===== config.mk =====
export PLATFORM = sky130hd
export DESIGN_NAME = wsel_alu
export DESIGN_NICKNAME = d
export VERILOG_FILES = /design/src/rtl/wsel_alu_pkg.sv /design/src/rtl/wsel_operand_sel.sv /design/src/rtl/wsel_alu_core.sv /design/src/rtl/wsel_out_reg.sv /design/src/rtl/wsel_alu.sv
export SDC_FILE = /design/constraint.sdc
export NUM_CORES = 1
export LEC_CHECK = 0
export CAP_MARGIN = 40
export CELL_PAD_IN_SITES_DETAIL_PLACEMENT = 1
export CELL_PAD_IN_SITES_GLOBAL_PLACEMENT = 1
export CORE_AREA = 2 2 110 219
export DETAILED_ROUTE_END_ITERATION = 12
export DIE_AREA = 0 0 112 221
export PLACE_DENSITY = 0.77
export SETUP_SLACK_MARGIN = 0.1
export SYNTH_ARGS = -nofsm -noshare
export SYNTH_HDL_FRONTEND = slang
export SYNTH_SLANG_ARGS = --single-unit

===== constraint.sdc =====
create_clock -name clk -period 10.1 [get_ports clk]
set_input_delay 1.515 -clock clk [delete_from_list [all_inputs] [get_ports clk]]
set_output_delay 1.515 -clock clk [all_outputs]
set_load 0.01 [all_outputs]

===== src/rtl/wsel_alu_pkg.sv =====
package wsel_alu_pkg;

    localparam int DATA_W = 32;
    localparam int HALF_W = 16;
    localparam int BYTE_W = 8;

    typedef enum logic [2:0] {
        OP_ADD  = 3'd0,
        OP_SUB  = 3'd1,
        OP_AND  = 3'd2,
        OP_OR   = 3'd3,
        OP_XOR  = 3'd4,
        OP_PASS = 3'd5
    } alu_op_t;

    typedef enum logic [1:0] {
        SZ_BYTE = 2'b00,
        SZ_HALF = 2'b01,
        SZ_WORD = 2'b10,
        SZ_WRD2 = 2'b11
    } alu_size_t;

    typedef struct packed {
        logic zero;
        logic neg;
        logic carry;
        logic ovf;
    } alu_flags_t;

    typedef struct packed {
        logic [DATA_W-1:0] value;
        alu_flags_t        flags;
    } alu_out_t;

    function automatic logic [DATA_W-1:0] size_mask(input logic [1:0] sz);
        case (sz)
            SZ_BYTE: size_mask = {{(DATA_W-BYTE_W){1'b0}}, {BYTE_W{1'b1}}};
            SZ_HALF: size_mask = {{(DATA_W-HALF_W){1'b0}}, {HALF_W{1'b1}}};
            default: size_mask = {DATA_W{1'b1}};
        endcase
    endfunction

    function automatic logic size_msb(input logic [1:0] sz, input logic [DATA_W-1:0] v);
        case (sz)
            SZ_BYTE: size_msb = v[BYTE_W-1];
            SZ_HALF: size_msb = v[HALF_W-1];
            default: size_msb = v[DATA_W-1];
        endcase
    endfunction

    function automatic logic is_arith(input logic [2:0] op);
        is_arith = (op == OP_ADD) || (op == OP_SUB);
    endfunction

endpackage


===== src/rtl/wsel_operand_sel.sv =====
module wsel_operand_sel
    import wsel_alu_pkg::*;
#(
    parameter int IMM_W = 16
) (
    input  logic [1:0]        size_i,
    input  logic [DATA_W-1:0] reg_a_i,
    input  logic [DATA_W-1:0] reg_b_i,
    input  logic [IMM_W-1:0]  imm_i,
    input  logic              imm_sel_i,
    output logic [DATA_W-1:0] opa_o,
    output logic [DATA_W-1:0] opb_o
);
    logic [DATA_W-1:0] mask;
    logic [DATA_W-1:0] imm_ext;
    logic [DATA_W-1:0] second;

    generate
        if (IMM_W < DATA_W) begin : g_imm_pad
            assign imm_ext = {{(DATA_W-IMM_W){1'b0}}, imm_i};
        end else begin : g_imm_cut
            assign imm_ext = imm_i[DATA_W-1:0];
        end
    endgenerate

    always_comb begin
        mask   = size_mask(size_i);
        second = imm_sel_i ? imm_ext : reg_b_i;
        opa_o  = reg_a_i & mask;
        opb_o  = second & mask;
    end
endmodule


===== src/rtl/wsel_alu_core.sv =====
module wsel_alu_core
    import wsel_alu_pkg::*;
(
    input  logic [2:0]        op_i,
    input  logic [1:0]        size_i,
    input  logic [DATA_W-1:0] opa_i,
    input  logic [DATA_W-1:0] opb_i,
    output alu_out_t          out_o
);
    localparam int NLANE = 3;
    localparam int LANE_W [NLANE] = '{BYTE_W, HALF_W, DATA_W};

    logic [DATA_W:0]   sum_x;
    logic [DATA_W:0]   dif_x;
    logic [DATA_W-1:0] raw;
    logic [NLANE-1:0]  lane_zero;
    logic [NLANE-1:0]  lane_cout;
    logic              sa, sb, sr;
    logic              carry_w, zero_w;

    assign sum_x = {1'b0, opa_i} + {1'b0, opb_i};
    assign dif_x = {1'b0, opa_i} - {1'b0, opb_i};

    always_comb begin
        case (op_i)
            OP_ADD:  raw = sum_x[DATA_W-1:0];
            OP_SUB:  raw = dif_x[DATA_W-1:0];
            OP_AND:  raw = opa_i & opb_i;
            OP_OR:   raw = opa_i | opb_i;
            OP_XOR:  raw = opa_i ^ opb_i;
            default: raw = opb_i;
        endcase
    end

    generate
        for (genvar g = 0; g < NLANE; g++) begin : g_lane
            assign lane_zero[g] = ~|raw[LANE_W[g]-1:0];
            assign lane_cout[g] = sum_x[LANE_W[g]];
        end
    endgenerate

    always_comb begin
        case (size_i)
            SZ_BYTE: begin zero_w = lane_zero[0]; carry_w = lane_cout[0]; end
            SZ_HALF: begin zero_w = lane_zero[1]; carry_w = lane_cout[1]; end
            default: begin zero_w = lane_zero[2]; carry_w = lane_cout[2]; end
        endcase
        sa = size_msb(size_i, opa_i);
        sb = size_msb(size_i, opb_i);
        sr = size_msb(size_i, raw);
        out_o.value       = raw & size_mask(size_i);
        out_o.flags.zero  = zero_w;
        out_o.flags.neg   = sr;
        out_o.flags.carry = 1'b0;
        out_o.flags.ovf   = 1'b0;
        if (op_i == OP_ADD) begin
            out_o.flags.carry = carry_w;
            out_o.flags.ovf   = (sa == sb) && (sr != sa);
        end else if (op_i == OP_SUB) begin
            out_o.flags.carry = dif_x[DATA_W];
            out_o.flags.ovf   = (sa != sb) && (sr != sa);
        end
    end
endmodule


===== src/rtl/wsel_out_reg.sv =====
module wsel_out_reg
    import wsel_alu_pkg::*;
(
    input  logic     clk,
    input  logic     rst,
    input  alu_out_t d_i,
    output alu_out_t q_o
);
    always_ff @(posedge clk) begin
        if (rst) q_o <= '0;
        else     q_o <= d_i;
    end
endmodule


===== src/rtl/wsel_alu.sv =====
module wsel_alu
    import wsel_alu_pkg::*;
#(
    parameter int IMM_W = 16
) (
    input  logic              clk,
    input  logic              rst,
    input  logic [2:0]        op_i,
    input  logic [1:0]        width_i,
    input  logic [31:0]       src_a_i,
    input  logic [31:0]       src_b_i,
    input  logic [IMM_W-1:0]  imm_i,
    input  logic              imm_sel_i,
    output logic [31:0]       result_o,
    output logic              zero_o,
    output logic              neg_o,
    output logic              carry_o,
    output logic              ovf_o
);
    logic [DATA_W-1:0] opa, opb;
    alu_out_t          comb_out;
    alu_out_t          reg_out;

    wsel_operand_sel #(.IMM_W(IMM_W)) u_sel (
        .size_i    (width_i),
        .reg_a_i   (src_a_i),
        .reg_b_i   (src_b_i),
        .imm_i     (imm_i),
        .imm_sel_i (imm_sel_i),
        .opa_o     (opa),
        .opb_o     (opb)
    );

    wsel_alu_core u_core (
        .op_i   (op_i),
        .size_i (width_i),
        .opa_i  (opa),
        .opb_i  (opb),
        .out_o  (comb_out)
    );

    wsel_out_reg u_reg (
        .clk (clk),
        .rst (rst),
        .d_i (comb_out),
        .q_o (reg_out)
    );

    assign result_o = reg_out.value;
    assign zero_o   = reg_out.flags.zero;
    assign neg_o    = reg_out.flags.neg;
    assign carry_o  = reg_out.flags.carry;
    assign ovf_o    = reg_out.flags.ovf;


    byte_ext_chk: assert property (@(posedge clk) disable iff (rst)
        (width_i == SZ_BYTE) |=> (result_o[31:8] == 24'd0));


    half_ext_chk: assert property (@(posedge clk) disable iff (rst)
        (width_i == SZ_HALF) |=> (result_o[31:16] == 16'd0));


    zero_flag_chk: assert property (@(posedge clk) disable iff (rst)
        !rst |=> (zero_o == (result_o == 32'd0)));


    byte_neg_chk: assert property (@(posedge clk) disable iff (rst)
        (width_i == SZ_BYTE) |=> (neg_o == result_o[7]));


    logic_flags_chk: assert property (@(posedge clk) disable iff (rst)
        !is_arith(op_i) |=> (!carry_o && !ovf_o));


    imm_pass_chk: assert property (@(posedge clk) disable iff (rst)
        (op_i == OP_PASS && imm_sel_i && width_i == SZ_BYTE) |=> (result_o[7:0] == $past(imm_i[7:0])));


    reset_clear_chk: assert property (@(posedge clk)
        rst |=> (result_o == 32'd0 && !zero_o && !neg_o && !carry_o && !ovf_o));
endmodule


; ---- After elaboration in Yosys (flattened, before gate mapping)
; Index checks and enable logic that the tools add are counted.
[totals]
regBits = 36
inputBits = 88
output_inout_bits = 36
[op_classes]
addsub = 2
n_eq_ne = 8
muxes = 10
bitwise_logic = 6
reduce_logical = 10
[ops]
columns = cell, n
row1 = 32-bit one-hot mux with 5 select lines, 1
row2 = 32-bit bitwise AND, 4
row3 = 32-bit one-hot mux with 2 select lines, 1
row4 = 32-bit by 32-bit adder with 33-bit output, 1
row5 = 32-bit by 32-bit subtractor with 33-bit output, 1
row6 = 32-bit 2-to-1 mux, 1
row7 = 32-bit bitwise OR, 1
row8 = 32-bit OR reduction, 1
row9 = 32-bit bitwise XOR, 1
row10 = 16-bit OR reduction, 1
row11 = 1-bit one-hot mux with 2 select lines, 5
row12 = 8-bit OR reduction, 1
row13 = "3-bit by 2-bit equality test with 1-bit output, second input constant", 2
row14 = 2-bit 2-to-1 mux, 2
row15 = "3-bit by 1-bit equality test with 1-bit output, second input constant", 1
row16 = "3-bit equality test, second input constant", 1
row17 = 1-bit zero test, 3
row18 = 3-bit zero test, 1
row19 = "2-bit by 1-bit equality test with 1-bit output, second input constant", 1
row20 = 1-bit logical AND, 2
row21 = 2-bit zero test, 1
row22 = 1-bit inequality test, 2
row23 = 1-bit equality test, 1

; ---- Depth between registers and ports, before layout
; Gate-level depths: netlist (run 1).
[logic_depth]
ltp_word = 10
depth_mapped = 18
mapped_depth_nobuf = 15

; ---- Modules after synthesis
; A second synthesis (run 1) with hierarchy kept.
[hier_totals]
hier_cells = 1180
hier_area_um2 = 8027.7
[modules_own_cells]
columns = module, instances, cells_each, area_each_um2
row1 = wsel_alu_core, 1, 1026, 6451.2
row2 = wsel_out_reg, 1, 75, 994.7
row3 = wsel_operand_sel, 1, 79, 581.8

; ---- Worst setup path before layout (run 1)
; No wires, ideal clock.
[synth_timing]
kind = input to register
start = input imm_sel_i
end = register u_reg.q_o[3] in the netlist's numbering
setup_ps = 61
t_arrival_ps = 5380
required_time_ps = 10039
setup_slack_ps = 4659
stages = 17
path_buffers = 2
cell_sequence = buf_2 buf_1 mux2i_1 inv_1 ha_1 fa_1 o21ba_2 nor4_2 or2_4 a21oi_1 or4b_1 mux2i_1 a221oi_2 and3b_1 nand3_1 o41ai_1 and4_1
[synth_via]
elab_chain_cells = 7
elab_cells_between_ends = 15
[synth_lines]
columns = element, line_no
row1 = start: declaration, wsel_alu.sv:13  ; input logic imm_sel_i,
row2 = 32-bit 2-to-1 mux *, wsel_operand_sel.sv:28  ; second = imm_sel_i ? imm_ext : reg_b_i;
row3 = 32-bit bitwise AND *, wsel_operand_sel.sv:30  ; opb_o = second & mask;
row4 = "32-bit by 32-bit subtractor with 33-bit output, or another cell as far along", wsel_alu_core.sv:22  ; assign dif_x = {1'b0, opa_i} - {1'b0, opb_i};
row5 = 32-bit one-hot mux with 5 select lines *, wsel_alu_core.sv:25  ; case (op_i)
row6 = "32-bit OR reduction, or another cell as far along", wsel_alu_core.sv:37  ; assign lane_zero[g] = ~|raw[LANE_W[g]-1:0];
row7 = 1-bit zero test, wsel_alu_core.sv:37
row8 = 1-bit one-hot mux with 2 select lines *, wsel_alu_core.sv:43  ; case (size_i)
row9 = end signal: assignment, wsel_out_reg.sv:11  ; else q_o <= d_i;
row10 = end: declaration, wsel_out_reg.sv:7  ; output alu_out_t q_o
; Mark *: on every way between the ends. The rest lies on a longest branch, timed or not.
; A chain may end at the register's enable or synchronous reset.

; ---- Worst setup path in the final report (run 1)
[layout_timing]
start = input width_i[0]
end = register u_reg.q_o[3] in the netlist's numbering
[layout_via]
elab_chain_cells = 8
elab_cells_between_ends = 16
[layout_lines]
columns = element, line_no
row1 = start: declaration, wsel_alu.sv:9  ; input logic [1:0] width_i,
row2 = 2-bit by 1-bit equality test with 1-bit output or 2-bit zero test (tied branches), "wsel_alu_pkg.sv:36, wsel_alu_core.sv:43"
row3 = 32-bit one-hot mux with 2 select lines, wsel_alu_pkg.sv:36  ; case (sz)
row4 = 32-bit bitwise AND (on tied branches), "wsel_operand_sel.sv:29, wsel_operand_sel.sv:30"
row5 = "32-bit by 32-bit subtractor with 33-bit output, or another cell as far along", wsel_alu_core.sv:22
row6 = 32-bit one-hot mux with 5 select lines, wsel_alu_core.sv:25
row7 = 32-bit OR reduction or 16-bit OR reduction (tied branches), wsel_alu_core.sv:37
row8 = 1-bit zero test, wsel_alu_core.sv:37
row9 = 1-bit one-hot mux with 2 select lines *, wsel_alu_core.sv:43
; Marked as above.

==> qor.yml, run 1 <==
run_status: "completed"
slew-limit-headroom: 0.386
critPathLaunchType: "input port"
firstDrtPassIters: 5
slew_violations: 0
drive_gt1_frac: 0.0731
dominantRegCellSynth: "dfxtp_1"
fp-row-count: 79
grtUsageTotal: 0.297
largest_reg_flops: 36
num_antenna_cells: 0
power_density_nw_per_um2: 91.2
yosys_warnings: 0
setup_tns_ns: 0
top_regs: "u_reg.q_o (36)"
grt_max_degree: 46
synth.ff_latch_count: 36
cts-root-buf: "clkbuf_16"
syn_inst: 1143
clkTransAtPathRegs_ns: 0.06
start_util: 0.344
crit_start: "width_i[0]"
gp_congestion: 0.981
dr.first_iter.drc_count: 467
most-common-layout-cells: "a21oi_1, clkdlybuf4s50_1, nand2_1"
grt_overflow_total: 0
core_region_area_um2: 23100
antenna_found_initial: 0
cp_data_arrival_time_ns: 6.74
route.detailed.drc: 0
numCtsBuffers: 5
final_common_cell: "a21oi_1"
min_period_ns: 6.52
netlist.area_leader.share: 0.157
setup_violations: 0
grt_pass1_vias: 10200
ant_nets: 0
die_area_um2: 24800
rsz0062_at_grt: "no"
synth_seq_area_share: 0.0905
fmax_mhz: 153
ir_drop_mv: 0.0903
end_kind: "flop"
cts_tree: "done"
syn_avg_cell_area_um2: 6.97
cts_max_level: 2
power_mw: 0.864
clk_path_buf_depth: 2
worstHoldStart: "op_i[0]"
cap_viol_max_count: 0
ios: 124
synth_edf_count: 0
synth_area_um2: 7960
crit_required_ns: 10.32
grt_pass1_wl_um: 57400
min_path_type: "in -> reg"
synth_top_area_cell: "ha_1"
cts_sinks: 36
cts_hold_buf: 0
io_buffers: 123
vias: 9457
cts_resized: 0
criticalPathCategory: "in -> reg"
synth.net_count: 1333
post-dp-hpwl_um: 30200
die_x_um: 112
nets: 1407
path_max_fanout: 12
routed_wl_um: 38000
synth.area.top_cells: "ha_1, dfxtp_1, a21oi_1"
syn_to_final_growth_pct: 19.0
avgViaCountPerCell: 6.30
avgRoutedWirePerCell_um: 25.3
hold_viol: 0
yosysUniqueCellTypes: 101
cts_setup_buffers: 0
p_leak_nw: 4.08
fp.dieH_um: 221
async_flop_share: 0
worstMarginPinSlew_ns: 0.919
fin_crit_sh: 0.645
top_register: "u_reg.q_o"
[worst paths after layout]
kind / endpoint / slack [ns] / cells past startpoint
worst min-delay path: u_reg.q_o[6] / 2.01 / 5
worst max-delay path: u_reg.q_o[3] / 3.58 / 16
[report_power, final]
group | leakage (nW) | switching, mW | total (mW) | internal (mW)
clock | 0.0772 | 0.0625 | 0.161 | 0.0986
combinational | 3.70 | 0.343 | 0.547 | 0.203
sequential | 0.296 | 0.00355 | 0.157 | 0.153
total | 4.08 | 0.409 | 0.864 | 0.455
[metrics by stage]
stage | std cells | setup slack [ns] | cell area [µm²] | utilization | hold slack [ns]
global route | 1501 | 3.32 | 9480 | 0.410 | 2.08
CTS | 1501 | 3.73 | 9480 | 0.410 | 2.00
finish | 1501 | 3.58 | 9480 | 0.410 | 2.01
detailed placement | 1493 | 3.45 | 9320 | 0.403 | 2.25
global placement | 1492 | 3.12 | 9300 | 0.402 | 2.26
floorplan | 1143 | 4.66 | 7960 | - | 1.59
[logic make-up after synthesis]
kind of cell               Yosys count  share of synthesized area
AOI/OAI and AO/OA                  399                      0.354
buffers and inverters              173                     0.0915
muxes                               31                     0.0405
DFF                                 36                     0.0905
and+or+nand+nor                    388                      0.246
adders and majority gates          102                      0.162
xor gates and xnor gates            14                     0.0154
[layout make-up]
cell class,count,area [µm²]
Clock buffer,6,139
Clock inverter,2,13.8
Fill cell,2959,13700
Inverter,102,383
Multi-Input combinational cell,934,6520
Sequential cell,36,721
Tap cell,283,354
Timing Repair Buffer,138,1350
[cells in the mapped netlist, types with 4 or more instances]
cell / n
nand2b_1: 11
o31a_1: 4
o21ai_1: 5
a21o_1: 14
nor2_1: 103
nand4_1: 9
a31oi_1: 14
or2_2: 7
o22ai_1: 19
o31ai_1: 10
inv_1: 97
mux2i_1: 21
a211oi_1: 16
clkbuf_1: 29
dfxtp_1: 36
a211o_1: 7
nand3_1: 25
or3_1: 8
o2111ai_1: 6
o21bai_1: 9
o221ai_1: 4
buf_6: 4
nor4_1: 10
a311oi_1: 7
nor2b_1: 24
inv_2: 4
o211ai_1: 15
o21a_1: 5
xnor2_1: 12
a2bb2oi_1: 5
a221oi_1: 8
mux2_2: 9
ha_1: 100
nand2_1: 107
buf_1: 13
buf_2: 18
a22oi_1: 4
and2_1: 28
nand3b_1: 4
and3_1: 5
buf_4: 7
a21oi_1: 121
a21boi_0: 5
o21ai_0: 60
nor3_1: 22
[routing by layer]
metal,wire length [µm],share of wire,vias to the layer above,global-route usage
met3,1230,0.032,206,0.0296
met1,11800,0.31,4617,0.256
met2,20700,0.55,375,0.582
met4,4170,0.11,0,0.262
li1,-,-,4259,-
met5,0,0,-,0
[worst max-delay path, cell delays in order]
cell and delay [ns]:
clkdlybuf4s50_1 0.60, nor2_1 0.70, nor2_1 0.22, inv_1 0.15, ha_1 0.43, a21oi_1 0.20, o31ai_1 0.67, nand2b_1 0.21
o21ai_2 0.12, a21oi_4 0.32, o31a_1 0.19, a31oi_1 0.04, o22ai_1 0.45, o2111ai_1 0.30, o41ai_1 0.37, and4_1 0.23
Power figures use the tool's default switching activity.
==> run 2, diff against run 1 <==
clock period = 6.77 ns   (was 10.1 ns; I/O delays follow)
==> run 2 against run 1 <==
Cell count increased by 0.27%. Total power increased by 53%. Critical path depth decreased by 1. Clock power increased by 63%. Flip-flop and latch count unchanged. Critical path type unchanged. Critical endpoint unchanged. Highest routed layer unchanged.
==> qor.yml, run 2 (synthesized netlist as in run 1, its figures left out) <==
rsz0062_at_grt: "no"
hold_viol: 0
final_common_cell: "a21oi_1"
grtUsageTotal: 0.304
drive_gt1_frac: 0.0753
io_buffers: 123
cts_max_level: 2
min_path_type: "in -> reg"
cts_tree: "done"
worst_slack_ns: 0.921
fp-row-count: 79
dp_slack_ns: 0.708
top_register: "u_reg.q_o"
slowest_delay_ns: 0.71
start_util: 0.344
die_x_um: 112
pwr-share-seq: 0.177
end_kind: "flop"
grt_pass1_wl_um: 58200
post-dp-hpwl_um: 31600
fp.dieH_um: 221
avgViaCountPerCell: 6.30
setup_violations: 0
dr.first_iter.drc_count: 494
vias: 9479
critPathTopFamily: "compound AO/OA/AOI/OAI gates"
clk_path_buf_depth: 2
cts_hold_buf: 0
firstDrtPassIters: 5
cp_data_arrival_time_ns: 6.07
min_period_ns: 5.85
routed_wl_um: 39100
slowest_stage: "clkdlybuf4s50_1"
power_frac_comb: 0.624
crit_chain: "clkdlybuf4s50_1 > or2_2 > and2_1 > ha_1 > nand2_1 > o21a_1 > a2111oi_2 > o21ai_2 > a21oi_4 > o31ai_2 > xnor2_1 > a221oi_2 > o2111ai_1 > o41ai_1 > and4_1"
grt_pass1_vias: 10200
power_switching_mw: 0.613
ios: 124
cp_num_cells: 15
cts_resized: 0
whs_path_depth: 4
numCtsBuffers: 5
fmax_mhz: 171
ant_nets: 0
cts-root-buf: "clkbuf_16"
avgRoutedWirePerCell_um: 26.0
grt_overflow_total: 0
swShare: 0.465
setup_tns_ns: 0
cap_viol_max_count: 0
min_to: "u_reg.q_o[6]"
gp_congestion: 0.992
clkTransAtPathRegs_ns: 0.06
fin_crit_sh: 0.864
antenna_found_initial: 0
hold_slack_ns: 1.44
ir_drop_mv: 0.0821
power_mw: 1.32
die_area_um2: 24800
power_density_nw_per_um2: 139
worstHoldStart: "op_i[1]"
internal_power_mw: 0.706
grt_max_degree: 56
largest_reg_flops: 36
crit_required_ns: 6.99
critPathLaunchType: "input port"
nets: 1411
p_clk_frac: 0.198
slew-limit-headroom: 0.421
criticalPathCategory: "in -> reg"
path_max_fanout: 13
top_regs: "u_reg.q_o (36)"
p_leak_nw: 4.09
slew_violations: 0
cts_sinks: 36
most-common-layout-cells: "a21oi_1, clkdlybuf4s50_1, nand2_1"
cts_setup_buffers: 0
route.detailed.drc: 0
syn_to_final_growth_pct: 19.3
core_region_area_um2: 23100
num_antenna_cells: 0
run_status: "completed"
worstMarginPinSlew_ns: 0.866
crit_buf_inv: 1
==> run 2: per-stage QoR <==
step | std cells | instance area, µm² | utilization
floorplan | 1143 | 7960 | -
finish | 1505 | 9500 | 0.411
global placement | 1497 | 9330 | 0.403
detailed placement | 1497 | 9330 | 0.403
global route | 1505 | 9500 | 0.411
CTS | 1505 | 9500 | 0.411
==> run 2: final cells by class <==
type                            count  area [µm²]
Multi-Input combinational cell    934        6520
Sequential cell                    36         721
Clock buffer                        5         125
Timing Repair Buffer              142        1360
Clock inverter                      3        42.5
Fill cell                        2935       13600
Inverter                          102         383
Tap cell                          283         354
==> run 2: worst max path at each step <==
stage / startpoint / to / slack [ns]
floorplan: imm_sel_i / u_reg.q_o[3] / 1.83
global placement: width_i[1] / u_reg.q_o[3] / 0.85
detailed placement: width_i[1] / u_reg.q_o[3] / 0.71
CTS: width_i[1] / u_reg.q_o[3] / 0.96
global route: width_i[1] / u_reg.q_o[0] / 0.71
finish: width_i[1] / u_reg.q_o[3] / 0.92
==> run 2: tightest hold or removal path, stage by stage <==
cell and delay (ns):
buf_2 0.26, o21ai_0 0.20, o21ai_0 0.10, nor2_1 0.10
==> run 2: metal layers <==
metal | global-route usage | part of all wire | wire [µm]
met4 | 0.289 | 0.12 | 4730
met2 | 0.586 | 0.53 | 20900
met3 | 0.0279 | 0.038 | 1500
met1 | 0.262 | 0.31 | 11900
met5 | 0 | 0 | 0
==> run 2: power by group through the flow <==
stage,clock [mW],combinational [mW],sequential [mW]
2_1_floorplan,0,0.511,0.246
3_3_place_gp,0,0.795,0.238
3_5_place_dp,0,0.804,0.238
4_1_cts,0.265,0.810,0.234
5_1_grt,0.275,0.875,0.235
6_report,0.262,0.823,0.234
==> run 3, diff against run 2 <==
ABC_AREA = 1   (was unset)
CORE_AREA = 2 2 114 227   (was 2 2 110 219)
DIE_AREA = 0 0 116 229   (was 0 0 112 221)
PLACE_DENSITY = 0.8   (was 0.77)
SLEW_MARGIN = 20   (was unset)
==> run 3 against run 2 <==
Die area rose by 7.3%. Cell count rose by 33%. Count of clock-buffer cells in the layout rose by 3. Total power fell by 5.9%. Setup slack improved by 0.64 ns. Flip-flop and latch count did not move. Critical endpoint unchanged. Highest routed layer unchanged.
==> qor.yml, run 3 <==
dominantRegCellSynth: "dfxtp_1"
avgRoutedWirePerCell_um: 18.5
synth_top_family_by_area: "simple AND/OR/NAND/NOR gates"
firstDrtPassIters: 5
path_max_fanout: 15
die_area_um2: 26600
top_regs: "u_reg.q_o (36)"
cts_sinks: 36
synth_seq_area_share: 0.0843
routed_wl_um: 37200
fmax_mhz: 192
core_region_area_um2: 24800
num_antenna_cells: 0
fp-row-count: 82
crit_required_ns: 6.98
cts_max_level: 2
grtUsageTotal: 0.281
grt_pass1_vias: 10800
slew-limit-headroom: 0.444
final_common_cell: "nand2_1"
cap_viol_max_count: 0
syn_to_final_growth_pct: 18.1
synth_top_area_cell: "nand2_1"
synth.area.top_cells: "nand2_1, ha_1, inv_1"
post-dp-hpwl_um: 30800
run_status: "completed"
ir_drop_mv: 0.0777
criticalPathCategory: "in -> reg"
synth_common_cells: "nand2_1, inv_1, nor2_1, nand3_1, ha_1"
min_period_ns: 5.21
yosys_warnings: 0
syn_inst: 1585
synth_fa_ha_area_frac: 0.151
syn_avg_cell_area_um2: 5.39
nets: 1860
slew_violations: 0
synth_area_um2: 8550
cp_data_arrival_time_ns: 5.42
synth-xor-area-share: 0.00205
setup_violations: 0
vias: 10400
route.detailed.drc: 0
grt_max_degree: 30
largest_reg_flops: 36
fp.dieH_um: 229
p_leak_nw: 5.54
numCtsBuffers: 5
dp.cells: 1998
synth-compound-area-share: 0.126
cts_resized: 0
clk_path_buf_depth: 2
start_util: 0.344
fillers: 3525
grt_pass1_wl_um: 57600
synth.net_count: 1775
gp_congestion: 1.02
yosysMostFrequentCell: "nand2_1"
cts_tree: "done"
fin_crit_sh: 0.770
synth.ff_latch_count: 36
async_flop_share: 0
ios: 124
synth_edf_count: 0
hold_viol: 0
most-common-layout-cells: "nand2_1, inv_1, nor2_1"
die_x_um: 116
cts_hold_buf: 0
end_kind: "flop"
clkTransAtPathRegs_ns: 0.05
ant_nets: 0
avgViaCountPerCell: 5.18
power_density_nw_per_um2: 123
final_util: 0.406
setup_tns_ns: 0
cts-root-buf: "clkbuf_16"
cts_setup_buffers: 0
critPathLaunchType: "input port"
muxShareOfSynthArea: 0
dr.first_iter.drc_count: 567
rsz0062_at_grt: "no"
netlist.area_leader.share: 0.210
min_path_type: "in -> reg"
grt_overflow_total: 0
worstMarginPinSlew_ns: 0.833
io_buffers: 123
yosysUniqueCellTypes: 45
drive_gt1_frac: 0.0563
yosys.area_share.simple: 0.449
top_register: "u_reg.q_o"
antenna_found_initial: 0
instances_no_fill: 2007
run 3: cell count changes after synthesis, sizes merged, moves of 14 or more:
| cell | change |
|---|---|
| nand2 | +381 |
| inv | +239 |
| nand3 | +99 |
| nor2 | +88 |
| a21oi | -64 |
| nor2b | -24 |
| and2 | -23 |
| nand4 | +23 |
| mux2i | -21 |
| clkbuf | -19 |
| a31oi | -16 |
| a21o | -14 |
run 3: cells by family after synthesis:
| logic type | Yosys count |
|---|---|
| compound gates | 176 |
| xor+xnor | 2 |
| fa+ha+maj | 102 |
| buf+inv | 392 |
| flops | 36 |
| simple gates | 877 |
run 3: cell type report:
cell class / instances / area (µm²) / share of cell area
multi-input combinational: 1157 / 6220 / 0.616
timing repair buffer: 128 / 1300 / 0.129
inverter: 342 / 1280 / 0.127
sequential: 36 / 721 / 0.0714
clock buffer: 8 / 146 / 0.0145
tap: 336 / 420 / 0.0417
run 3: worst paths after layout:
path,from,end,slack [ns],cells after the start
worst max-delay path,width_i[1],u_reg.q_o[3],1.56,20
worst min-delay path,src_b_i[19],u_reg.q_o[23],1.54,7
run 3: layer usage:
metal	vias to the layer above	GRT usage	wire length (µm)
met3	104	0.0185	1800
met4	0	0.140	1860
met1	4904	0.338	15100
li1	5058	-	-
met5	-	0	0
met2	337	0.494	18400
run 3: power breakdown:
group | switching, mW | internal, mW
clock | 0.0792 | 0.146
combinational | 0.526 | 0.259
sequential | 0.00358 | 0.227
run 3: critical path: stages:
cell and delay (ns):
clkdlybuf4s50_1 0.91, inv_1 0.13, nor2_1 0.15, inv_1 0.35, nor2_1 0.36, inv_1 0.12
ha_1 0.50, nand2_1 0.19, nor2_1 0.32, and2_1 0.22, nand3_1 0.16, nand3_1 0.11
nand2_1 0.05, nand3_1 0.08, nand4_1 0.20, nor2_1 0.14, nand2_1 0.10, nor2_1 0.11
nand2_1 0.07, a21oi_2 0.11
run 3: metrics by stage:
stage / instance area (µm²) / hold WS, ns / power [mW] / setup WS (ns)
global placement: 9900 / 1.75 / 0.988 / 1.46
detailed placement: 9920 / 1.75 / 1.00 / 1.37
floorplan: 8550 / 1.08 / 0.737 / 3.14
finish: 10100 / 1.54 / 1.24 / 1.56
CTS: 10100 / 1.54 / 1.23 / 1.66
global route: 10100 / 1.64 / 1.33 / 1.36
